--- src/rtl/ldagen_pkg.sv ---
package ldagen_pkg;

  localparam int XLEN      = 64;
  localparam int REG_IDX_W = 5;
  localparam int DISP_W    = 16;

  typedef enum logic [1:0] {
    MODE_DISP     = 2'd0,
    MODE_DISP_X4  = 2'd1,
    MODE_DISP_X16 = 2'd2,
    MODE_INDEX    = 2'd3
  } addrMode_t;

  // strobes from control to datapath
  typedef struct packed {
    logic      capture;
    logic      zeroBase;
    addrMode_t offSel;
    logic      wbReq;
    logic      badFlag;
  } ctlStrobes_t;

endpackage

--- src/rtl/ldagen_ctrl.sv ---
module ldagen_ctrl
  import ldagen_pkg::*;
#(
  parameter int REG_IDX_W = ldagen_pkg::REG_IDX_W
) (
  input  logic                 clk,
  input  logic                 rstN,
  input  logic                 inValid,
  input  logic [1:0]           inMode,
  input  logic                 inUpdate,
  input  logic [REG_IDX_W-1:0] raIdx,
  input  logic [REG_IDX_W-1:0] rtIdx,
  output ctlStrobes_t          strb,
  output logic                 outValid
);

  logic raIsZero;
  logic raAliasRt;
  logic updBad;

  always_comb begin
    raIsZero  = (raIdx == '0);
    raAliasRt = (raIdx == rtIdx);
    updBad    = inUpdate && (raIsZero || raAliasRt);

    strb.capture  = inValid;
    strb.zeroBase = !inUpdate && raIsZero;
    strb.offSel   = addrMode_t'(inMode);
    strb.wbReq    = inValid && inUpdate && !updBad;
    strb.badFlag  = inValid && updBad;
  end

  always_ff @(posedge clk) begin
    if (!rstN) outValid <= 1'b0;
    else       outValid <= inValid;
  end

endmodule

--- src/rtl/ldagen_dp.sv ---
module ldagen_dp
  import ldagen_pkg::*;
#(
  parameter int XLEN      = ldagen_pkg::XLEN,
  parameter int REG_IDX_W = ldagen_pkg::REG_IDX_W,
  parameter int DISP_W    = ldagen_pkg::DISP_W,
  parameter int SHIFT_X4  = 2,
  parameter int SHIFT_X16 = 4
) (
  input  logic                 clk,
  input  logic                 rstN,
  input  ctlStrobes_t          strb,
  input  logic [REG_IDX_W-1:0] raIdx,
  input  logic [XLEN-1:0]      raValue,
  input  logic [XLEN-1:0]      rbValue,
  input  logic [DISP_W-1:0]    dispField,
  output logic [XLEN-1:0]      effAddr,
  output logic                 raWrEn,
  output logic [REG_IDX_W-1:0] raWrIdx,
  output logic                 badForm
);

  localparam int NUM_MODES = 4;
  localparam int EXT_W     = XLEN - DISP_W;

  logic [XLEN-1:0] offCand [NUM_MODES];
  logic [XLEN-1:0] baseVal;
  logic [XLEN-1:0] addrSum;

  // one offset candidate per mode
  for (genvar m = 0; m < NUM_MODES; m++) begin : g_off
    if (m == int'(MODE_INDEX)) begin : g_idx
      assign offCand[m] = rbValue;
    end else begin : g_imm
      localparam int LOW = (m == int'(MODE_DISP_X4))  ? SHIFT_X4 :
                           (m == int'(MODE_DISP_X16)) ? SHIFT_X16 : 0;
      logic [DISP_W-1:0] scaled;
      if (LOW == 0) begin : g_raw
        assign scaled = dispField;
      end else begin : g_clr
        assign scaled = {dispField[DISP_W-1:LOW], {LOW{1'b0}}};
      end
      assign offCand[m] = {{EXT_W{scaled[DISP_W-1]}}, scaled};
    end
  end

  always_comb begin
    baseVal = strb.zeroBase ? '0 : raValue;
    addrSum = baseVal + offCand[strb.offSel];
  end

  always_ff @(posedge clk) begin
    if (!rstN) begin
      effAddr <= '0;
      raWrEn  <= 1'b0;
      raWrIdx <= '0;
      badForm <= 1'b0;
    end else if (strb.capture) begin
      effAddr <= addrSum;
      raWrEn  <= strb.wbReq;
      raWrIdx <= raIdx;
      badForm <= strb.badFlag;
    end else begin
      raWrEn  <= 1'b0;
      badForm <= 1'b0;
    end
  end

endmodule

--- src/rtl/ldAddrGen.sv ---
module ldAddrGen
  import ldagen_pkg::*;
#(
  parameter int XLEN      = ldagen_pkg::XLEN,
  parameter int REG_IDX_W = ldagen_pkg::REG_IDX_W,
  parameter int DISP_W    = ldagen_pkg::DISP_W
) (
  input  logic                 clk,
  input  logic                 rstN,
  input  logic                 inValid,
  input  logic [1:0]           inMode,
  input  logic                 inUpdate,
  input  logic [REG_IDX_W-1:0] raIdx,
  input  logic [REG_IDX_W-1:0] rtIdx,
  input  logic [XLEN-1:0]      raValue,
  input  logic [XLEN-1:0]      rbValue,
  input  logic [DISP_W-1:0]    dispField,
  output logic                 outValid,
  output logic [XLEN-1:0]      effAddr,
  output logic                 raWrEn,
  output logic [REG_IDX_W-1:0] raWrIdx,
  output logic                 badForm
);

  ctlStrobes_t strb;

  ldagen_ctrl #(.REG_IDX_W(REG_IDX_W)) u_ctrl (
    .clk      (clk),
    .rstN     (rstN),
    .inValid  (inValid),
    .inMode   (inMode),
    .inUpdate (inUpdate),
    .raIdx    (raIdx),
    .rtIdx    (rtIdx),
    .strb     (strb),
    .outValid (outValid)
  );

  ldagen_dp #(
    .XLEN      (XLEN),
    .REG_IDX_W (REG_IDX_W),
    .DISP_W    (DISP_W)
  ) u_dp (
    .clk       (clk),
    .rstN      (rstN),
    .strb      (strb),
    .raIdx     (raIdx),
    .raValue   (raValue),
    .rbValue   (rbValue),
    .dispField (dispField),
    .effAddr   (effAddr),
    .raWrEn    (raWrEn),
    .raWrIdx   (raWrIdx),
    .badForm   (badForm)
  );

endmodule

--- config.mk ---
export PLATFORM = sky130hd
export DESIGN_NAME = ldAddrGen
export DESIGN_NICKNAME = d
export VERILOG_FILES = /design/src/rtl/ldagen_pkg.sv /design/src/rtl/ldagen_ctrl.sv /design/src/rtl/ldagen_dp.sv /design/src/rtl/ldAddrGen.sv
export SDC_FILE = /design/constraint.sdc
export NUM_CORES = 1
export LEC_CHECK = 0
export ABC_AREA = 1
export ABC_CLOCK_PERIOD_IN_PS = 3200
export CORE_ASPECT_RATIO = 0.7
export CORE_MARGIN = 2
export CORE_UTILIZATION = 35
export DETAILED_ROUTE_END_ITERATION = 8
export PLACE_DENSITY_LB_ADDON = 0.15
export SYNTH_ARGS = -nofsm -noshare
export SYNTH_HDL_FRONTEND = slang
export SYNTH_SLANG_ARGS = --single-unit
--- constraint.sdc ---
create_clock -name clk -period 3.2 [get_ports clk]
set_input_delay 0.64 -clock clk [delete_from_list [all_inputs] [get_ports clk]]
set_output_delay 0.64 -clock clk [all_outputs]
set_load 0.03 [all_outputs]
==> flow_metrics.env, run 1 <==
export IMPL_status="finished clean"
export IMPL_min_period_ns=3.12
export IMPL_worst_ep_required_time_ns=3.46
export IMPL_fill_cells=2730
export IMPL_rsz0062_at_grt="true"
export IMPL_cp_cell_sequence="clkbuf_2 -> nor2_2 -> nand4_1 -> nor2_4 -> buf_12 -> buf_12 -> clkbuf_16 -> nor2_1 -> ha_1 -> nand2_2 -> nor2_2 -> buf_4 -> nand2_1 -> inv_2 -> a21oi_2 -> nand2_2 -> nand2_2 -> nand2_1 -> nand2_1 -> nand3_2 -> nand2_1 -> inv_1"
export IMPL_final_common_cell="nand2_1"
export IMPL_finalCritPeriodShare=0.974
export IMPL_layout_common_cells="nand2_1, inv_1, buf_4"
export IMPL_setup_worst_path_end_class="register"
export IMPL_finalWirelength_mm=45.4
export IMPL_drive_gt1_frac=0.250
export IMPL_initial_core_util=0.359
export IMPL_powerDensity_nw_per_um2=336
export IMPL_synth_seq_cells=72
export IMPL_p_comb_frac=0.620
export IMPL_worst_slew_pin_slew_ns=0.770
export IMPL_crit_path_top_delay_cell="ha_1"
export IMPL_place_area_um2=13900
export IMPL_p_sw_frac=0.449
export IMPL_setup_viol_count_final=0
export IMPL_multiInputGateArea_um2=7580
export IMPL_pwr_share_seq=0.199
export IMPL_clk_latency_ns=0.35
export IMPL_first_iter_violations=1080
export IMPL_area_growth_syn_to_layout_pct=64.9
export IMPL_grt_pass1_vias=11700
export IMPL_fmax_mhz=321
export IMPL_p_sw_w=0.00240
export IMPL_track_usage=0.309
export IMPL_r2r_start="u_dp.effAddr[36]$_SDFFE_PN0P_"
export IMPL_p_leak_nw=8.84
export IMPL_dieWidth_um=202
export IMPL_use_met3=0.0408
export IMPL_place_hpwl_mm=36.7
export IMPL_seqCellArea_um2=1440
export IMPL_cp_num_buf_inv=7
export IMPL_firstDrtPassIters=5
export IMPL_critical_path_startpoint="raIdx[1]"
export IMPL_top_level_ports=232
export IMPL_grt_remaining_overflow=0
export IMPL_critPathKind="primary input to register"
export IMPL_hold_start="u_dp.effAddr[15]$_SDFFE_PN0P_"
export IMPL_grt_pass1_wl_mm=67.8
export IMPL_yosysWarnings=0
export IMPL_clkTransAtPathRegs_ns=0.07
export IMPL_clock_skew_ns=0
export IMPL_dieArea_um2=28900
export IMPL_diodes=0
export IMPL_crit_top_cell="nand2_1"
export IMPL_setup_ws_ns=0.0831
export IMPL_path_max_fanout=5
export IMPL_use_met1=0.513
export IMPL_portBuffers=231
export IMPL_gp_congestion=0.939
export IMPL_preCtsSetupSlack_ns=-0.744
export IMPL_hp_class="register to register"
export IMPL_utilization=0.591
export IMPL_avgSynthCellArea_um2=5.10
export IMPL_grt_max_degree=47
export IMPL_slowest_delay_ns=0.36
export IMPL_slew_viol_final=0
export IMPL_finalNetCount=2576
export IMPL_syn_area_um2=9640
export IMPL_die_y_um=143
export IMPL_slew_headroom=0.486
export IMPL_maxCapViolCount=0
export IMPL_cts_root_buf="clkbuf_16"
export IMPL_wl_per_cell_um=16.7
export IMPL_p_int_w=0.00294
export IMPL_cp_start_kind="primary input"
export IMPL_ant_nets=0
export IMPL_vias=12900
export IMPL_synth_seq_area_share=0.149
export IMPL_p_clk_frac=0.181
export IMPL_drcViolationCount=0
export IMPL_rows=50
export IMPL_use_met2=0.411
export IMPL_cp_arrival_ns=3.38
export IMPL_vias_per_cell=4.74
export IMPL_htree_num_levels=3
export IMPL_syn_num_nets=2114
export IMPL_ys_types=34
export IMPL_ir_drop_v=0.000215
export IMPL_cts_tree="built"
export IMPL_antenna_found_initial=0
export IMPL_coreArea_um2=26900
export IMPL_stdcell_area_um2=15900
export IMPL_top_usage_layer="met1"
export IMPL_cts_sinks=72
export IMPL_cpLargestDelayFamily="simple AND/OR/NAND/NOR gates"
export IMPL_cts_buffers=9
export IMPL_finalHoldViolations=0
export IMPL_clockBufferDepth=2
export IMPL_synth_cells=1890
stage by stage:
step | hold WS (ns) | cells | setup TNS (ns) | power [W]
final | 0.484 | 2720 | 0 | 0.00534
after detailed placement | 0.476 | 2651 | -27.13 | 0.00394
after global routing | 0.520 | 2720 | -0.475 | 0.00563
after floorplan | 0.614 | 1890 | 0 | 0.00253
after CTS | 0.490 | 2709 | 0 | 0.00505
after global placement | 0.467 | 2651 | -26.83 | 0.00393
what timing repair did:
action | 4_1_cts | 5_1_grt
cloned | 5 | 2
setup endpoints to repair | 45 | 61
resized for setup | 124 | 208
buffers inserted | 38 | 11
pin swaps | 21 | 74
hold buffers | 0 | 0
power groups by stage:
stage | Combinational (W) | Sequential [W] | Clock, W
2_1_floorplan | 0.00127 | 0.00126 | 0
3_3_place_gp | 0.00285 | 0.00108 | 0
3_5_place_dp | 0.00286 | 0.00108 | 0
4_1_cts | 0.00302 | 0.00106 | 0.000967
5_1_grt | 0.00356 | 0.00107 | 0.00100
6_report | 0.00331 | 0.00106 | 0.000965
synth_stat cells:
master	instances	area (um^2)
inv_2	8	30.0
a21oi_1	53	265
fa_1	1	20.0
nand2_1	683	2560
clkbuf_1	35	131
nor2_2	14	87.6
mux2_2	11	124
clkinv_1	4	15.0
a221oi_1	1	8.76
nor3_2	5	50.1
nor3_4	1	16.3
ha_1	63	788
nand3_2	9	90.1
buf_2	3	15.0
o21ai_0	52	260
nand2_2	12	75.1
nor3_1	9	45.0
dfxtp_1	72	1440
and2_1	2	12.5
or2_2	1	6.26
o21ai_1	2	10.0
o211ai_1	4	30.0
nand4_1	12	75.1
o21bai_1	2	15.0
xor2_1	16	140
nor2_1	230	863
inv_1	422	1580
xnor2_1	14	123
a31oi_1	2	12.5
buf_1	7	26.3
o22ai_1	1	6.26
nor4_2	2	25.0
nand3_1	136	681
a211oi_1	1	7.51
layer usage:
layer,vias to the layer above,routed length (um)
met1,5798,24500
li1,6546,-
met4,0,374
met5,-,0
met3,35,4010
met2,502,16500
cell families after synthesis:
group | Yosys count | share of synthesized area
multiplexers | 11 | 0.0128
AO/OA/AOI/OAI | 118 | 0.0638
buffers and inverters | 479 | 0.187
XOR/XNOR | 30 | 0.0272
flip-flops | 72 | 0.149
adder cells (fa/ha/maj) | 64 | 0.0838
AND/OR/NAND/NOR | 1116 | 0.476
state kept, by name, summed over array words and instances (netlist names):
signal / count
u_dp.effAddr: 64
u_ctrl.outValid: 1
u_dp.raWrEn: 1
u_dp.raWrIdx: 5
u_dp.badForm: 1
worst paths after layout:
kind                            slack [ns]                            end  cells after the start
worst min register to register        0.48  u_dp.effAddr[15]$_SDFFE_PN0P_                      2
worst max register to register        2.46  u_dp.effAddr[36]$_SDFFE_PN0P_                      2
worst max-delay path                  0.08  u_dp.effAddr[60]$_SDFFE_PN0P_                     22
worst min-delay path                  0.48  u_dp.effAddr[15]$_SDFFE_PN0P_                      2
area by class of cell:
| class | count | area share |
|---|---|---|
| well taps | 364 | 0.0286 |
| clock buffers | 9 | 0.0142 |
| multi-input cells | 1339 | 0.477 |
| inverters | 434 | 0.102 |
| clock inverters | 6 | 0.00236 |
| flip-flops and latches | 72 | 0.0906 |
| repair buffers | 496 | 0.285 |
worst reg2reg max path: stages, from the launching register on:
cell and delay [ns]:
dfxtp_1 0.44, o21ai_0 0.12, nor2_1 0.12
Note: power is estimated with default switching activity, not from simulation.
==> run 2, diff against run 1 <==
Settings changed: SLEW_MARGIN set to 20.
==> results of run 2 <==
No change in the layout: final DEF, timing and power equal those of run 1.
==> run 3, diff against run 2 <==
Settings changed: CORE_ASPECT_RATIO 0.7 to 0.6.
==> run 3 against run 2 <==
Die area is essentially flat. Core utilization is 0.32 points higher. Worst setup slack worse by 0.0031 ns. Non-clock buffer count increased by 11. Critical path type unchanged. Largest cell class unchanged. Largest power group unchanged.
==> flow_metrics.env, run 3 (same netlist as run 1, synthesis figures left out) <==
export IMPL_coreArea_um2=27300
export IMPL_cts_sinks=72
export IMPL_clockBufferDepth=2
export IMPL_maxCapViolCount=0
export IMPL_slew_headroom=0.481
export IMPL_ir_drop_v=0.000256
export IMPL_cts_buffers=9
export IMPL_dr_wl_met2_mm=16.3
export IMPL_fmax_mhz=321
export IMPL_place_hpwl_mm=37.7
export IMPL_utilization=0.594
export IMPL_wl_met3_mm=5.83
export IMPL_cp_start_kind="primary input"
export IMPL_slowest_delay_ns=0.37
export IMPL_crit_top_cell="nand2_2"
export IMPL_finalNetCount=2587
export IMPL_crit_path_top_delay_cell="ha_2"
export IMPL_cts_hold_fix_buffers=0
export IMPL_setup_viol_count_final=0
export IMPL_grt_remaining_overflow=0
export IMPL_die_y_um=133
export IMPL_clk_latency_ns=0.34
export IMPL_final_common_cell="nand2_1"
export IMPL_drive_gt1_frac=0.278
export IMPL_grt_pass1_wl_mm=67.2
export IMPL_finalWirelength_mm=46.4
export IMPL_clock_skew_ns=0
export IMPL_portBuffers=231
export IMPL_wl_per_cell_um=17.0
export IMPL_antenna_found_initial=3
export IMPL_place_area_um2=14000
export IMPL_rows=47
export IMPL_worst_slew_pin_slew_ns=0.777
export IMPL_setup_worst_path_end_class="register"
export IMPL_powerDensity_nw_per_um2=349
export IMPL_wl_met1_mm=24.1
export IMPL_area_growth_syn_to_layout_pct=68.5
export IMPL_cts_root_buf="clkbuf_16"
export IMPL_layout_common_cells="nand2_1, inv_1, buf_4"
export IMPL_critPathKind="primary input to register"
export IMPL_dieWidth_um=218
export IMPL_htree_num_levels=3
export IMPL_min_period_ns=3.12
export IMPL_firstDrtPassIters=6
export IMPL_grt_pass1_vias=11500
export IMPL_drcViolationCount=0
export IMPL_cp_cell_sequence="clkdlybuf4s15_1 -> inv_2 -> nand4_1 -> nor2_4 -> buf_12 -> buf_12 -> buf_8 -> buf_4 -> nor2_1 -> ha_2 -> nand2_2 -> inv_1 -> nand2_2 -> buf_4 -> nor4_2 -> nand2_2 -> nand3_1 -> nand3_1 -> nand2_1 -> inv_1"
export IMPL_grt_max_degree=74
export IMPL_cp_num_buf_inv=9
export IMPL_fill_cells=2750
export IMPL_top_register="u_dp.effAddr"
export IMPL_track_usage=0.310
export IMPL_worst_ep_required_time_ns=3.45
export IMPL_stdcell_area_um2=16300
export IMPL_finalHoldViolations=0
export IMPL_vias_per_cell=4.75
export IMPL_path_max_fanout=8
export IMPL_largest_register_ffs=64
export IMPL_hp_class="register to register"
export IMPL_clkTransAtPathRegs_ns=0.06
export IMPL_cpLargestDelayFamily="simple AND/OR/NAND/NOR gates"
export IMPL_dieArea_um2=28900
export IMPL_largestRegisters="u_dp.effAddr: 64 flops, u_dp.raWrIdx: 5 flops"
export IMPL_dr_max_layer_used="met4"
export IMPL_first_iter_violations=1230
export IMPL_status="finished clean"
export IMPL_slew_viol_final=0
export IMPL_top_level_ports=232
export IMPL_ant_nets=0
export IMPL_initial_core_util=0.353
export IMPL_vias=13000
export IMPL_cp_arrival_ns=3.37
export IMPL_finalCritPeriodShare=0.975
export IMPL_p_leak_nw=8.96
export IMPL_cts_tree="built"
export IMPL_gp_congestion=0.988
-- run 3: changes by cell type in the layout (fill, tap and decap cells not counted), moves of 7 or more --
cell,previous run,this run
inv_2,17,24
ha_1,23,30
nand2_2,99,133
inv_1,414,405
nand2_1,586,549
nor2_1,182,174
ha_4,32,25
buf_12,9,17
-- run 3: area by class of cell --
class	instances	area, um^2	area share
antenna	1	2.50	0.000154
clock buffer	11	243	0.0149
clock inverter	5	80.1	0.00493
inverter	434	1630	0.100
multi-input combinational	1339	7740	0.476
sequential	72	1440	0.0887
tap	367	459	0.0283
timing repair buffer	507	4650	0.286
-- run 3: timing repair --
item / CTS / global route
gates resized for setup: 143 / 255
gates cloned: 2 / 2
pin swaps: 49 / 99
endpoints found under the setup margin: 39 / 55
buffers inserted: 29 / 29
-- run 3: path summary, 6_finish.rpt --
check | from | endpoint | slack [ns] | cells after the start
setup / recovery | raIdx[4] | u_dp.effAddr[63]$_SDFFE_PN0P_ | 0.08 | 20
setup reg to reg | u_dp.effAddr[32]$_SDFFE_PN0P_ | u_dp.effAddr[32]$_SDFFE_PN0P_ | 2.07 | 4
hold / removal | u_dp.effAddr[11]$_SDFFE_PN0P_ | u_dp.effAddr[11]$_SDFFE_PN0P_ | 0.48 | 2
hold reg to reg | u_dp.effAddr[11]$_SDFFE_PN0P_ | u_dp.effAddr[11]$_SDFFE_PN0P_ | 0.48 | 2
-- run 3: worst reg2reg max path: cells and delay by family (launching register included) --
kind                   cells  cell delay (ns)
AOI/OAI and AO/OA          1             0.16
buffers and inverters      1             0.08
and+or+nand+nor            2             0.46
DFF                        1             0.37
-- run 3: routing by layer --
metal / vias to the layer above / GRT usage
met3: 18 / 0.106
li1: 6573 / -
met5: - / 0
met2: 530 / 0.370
met4: 0 / 0.0302
met1: 5863 / 0.515
-- run 3: report_power, final --
group          total, W  switching (W)  internal (W)
logic           0.00345        0.00197       0.00148
clock network   0.00115       0.000449      0.000704
registers       0.00107      0.0000697      0.000998
-- run 3: metrics by stage --
stage          hold WS, ns  std cells  setup WS, ns  total power [W]  setup TNS, ns
3_3_place_gp         0.471       2662        -0.760          0.00396         -22.22
5_1_grt              0.516       2735       -0.0547          0.00598         -0.222
3_5_place_dp         0.471       2662        -0.771          0.00397         -24.28
2_1_floorplan        0.614       1890        0.0328          0.00253              0
6_report             0.485       2736        0.0800          0.00567              0
4_1_cts              0.486       2707      -0.00764          0.00529        -0.0186
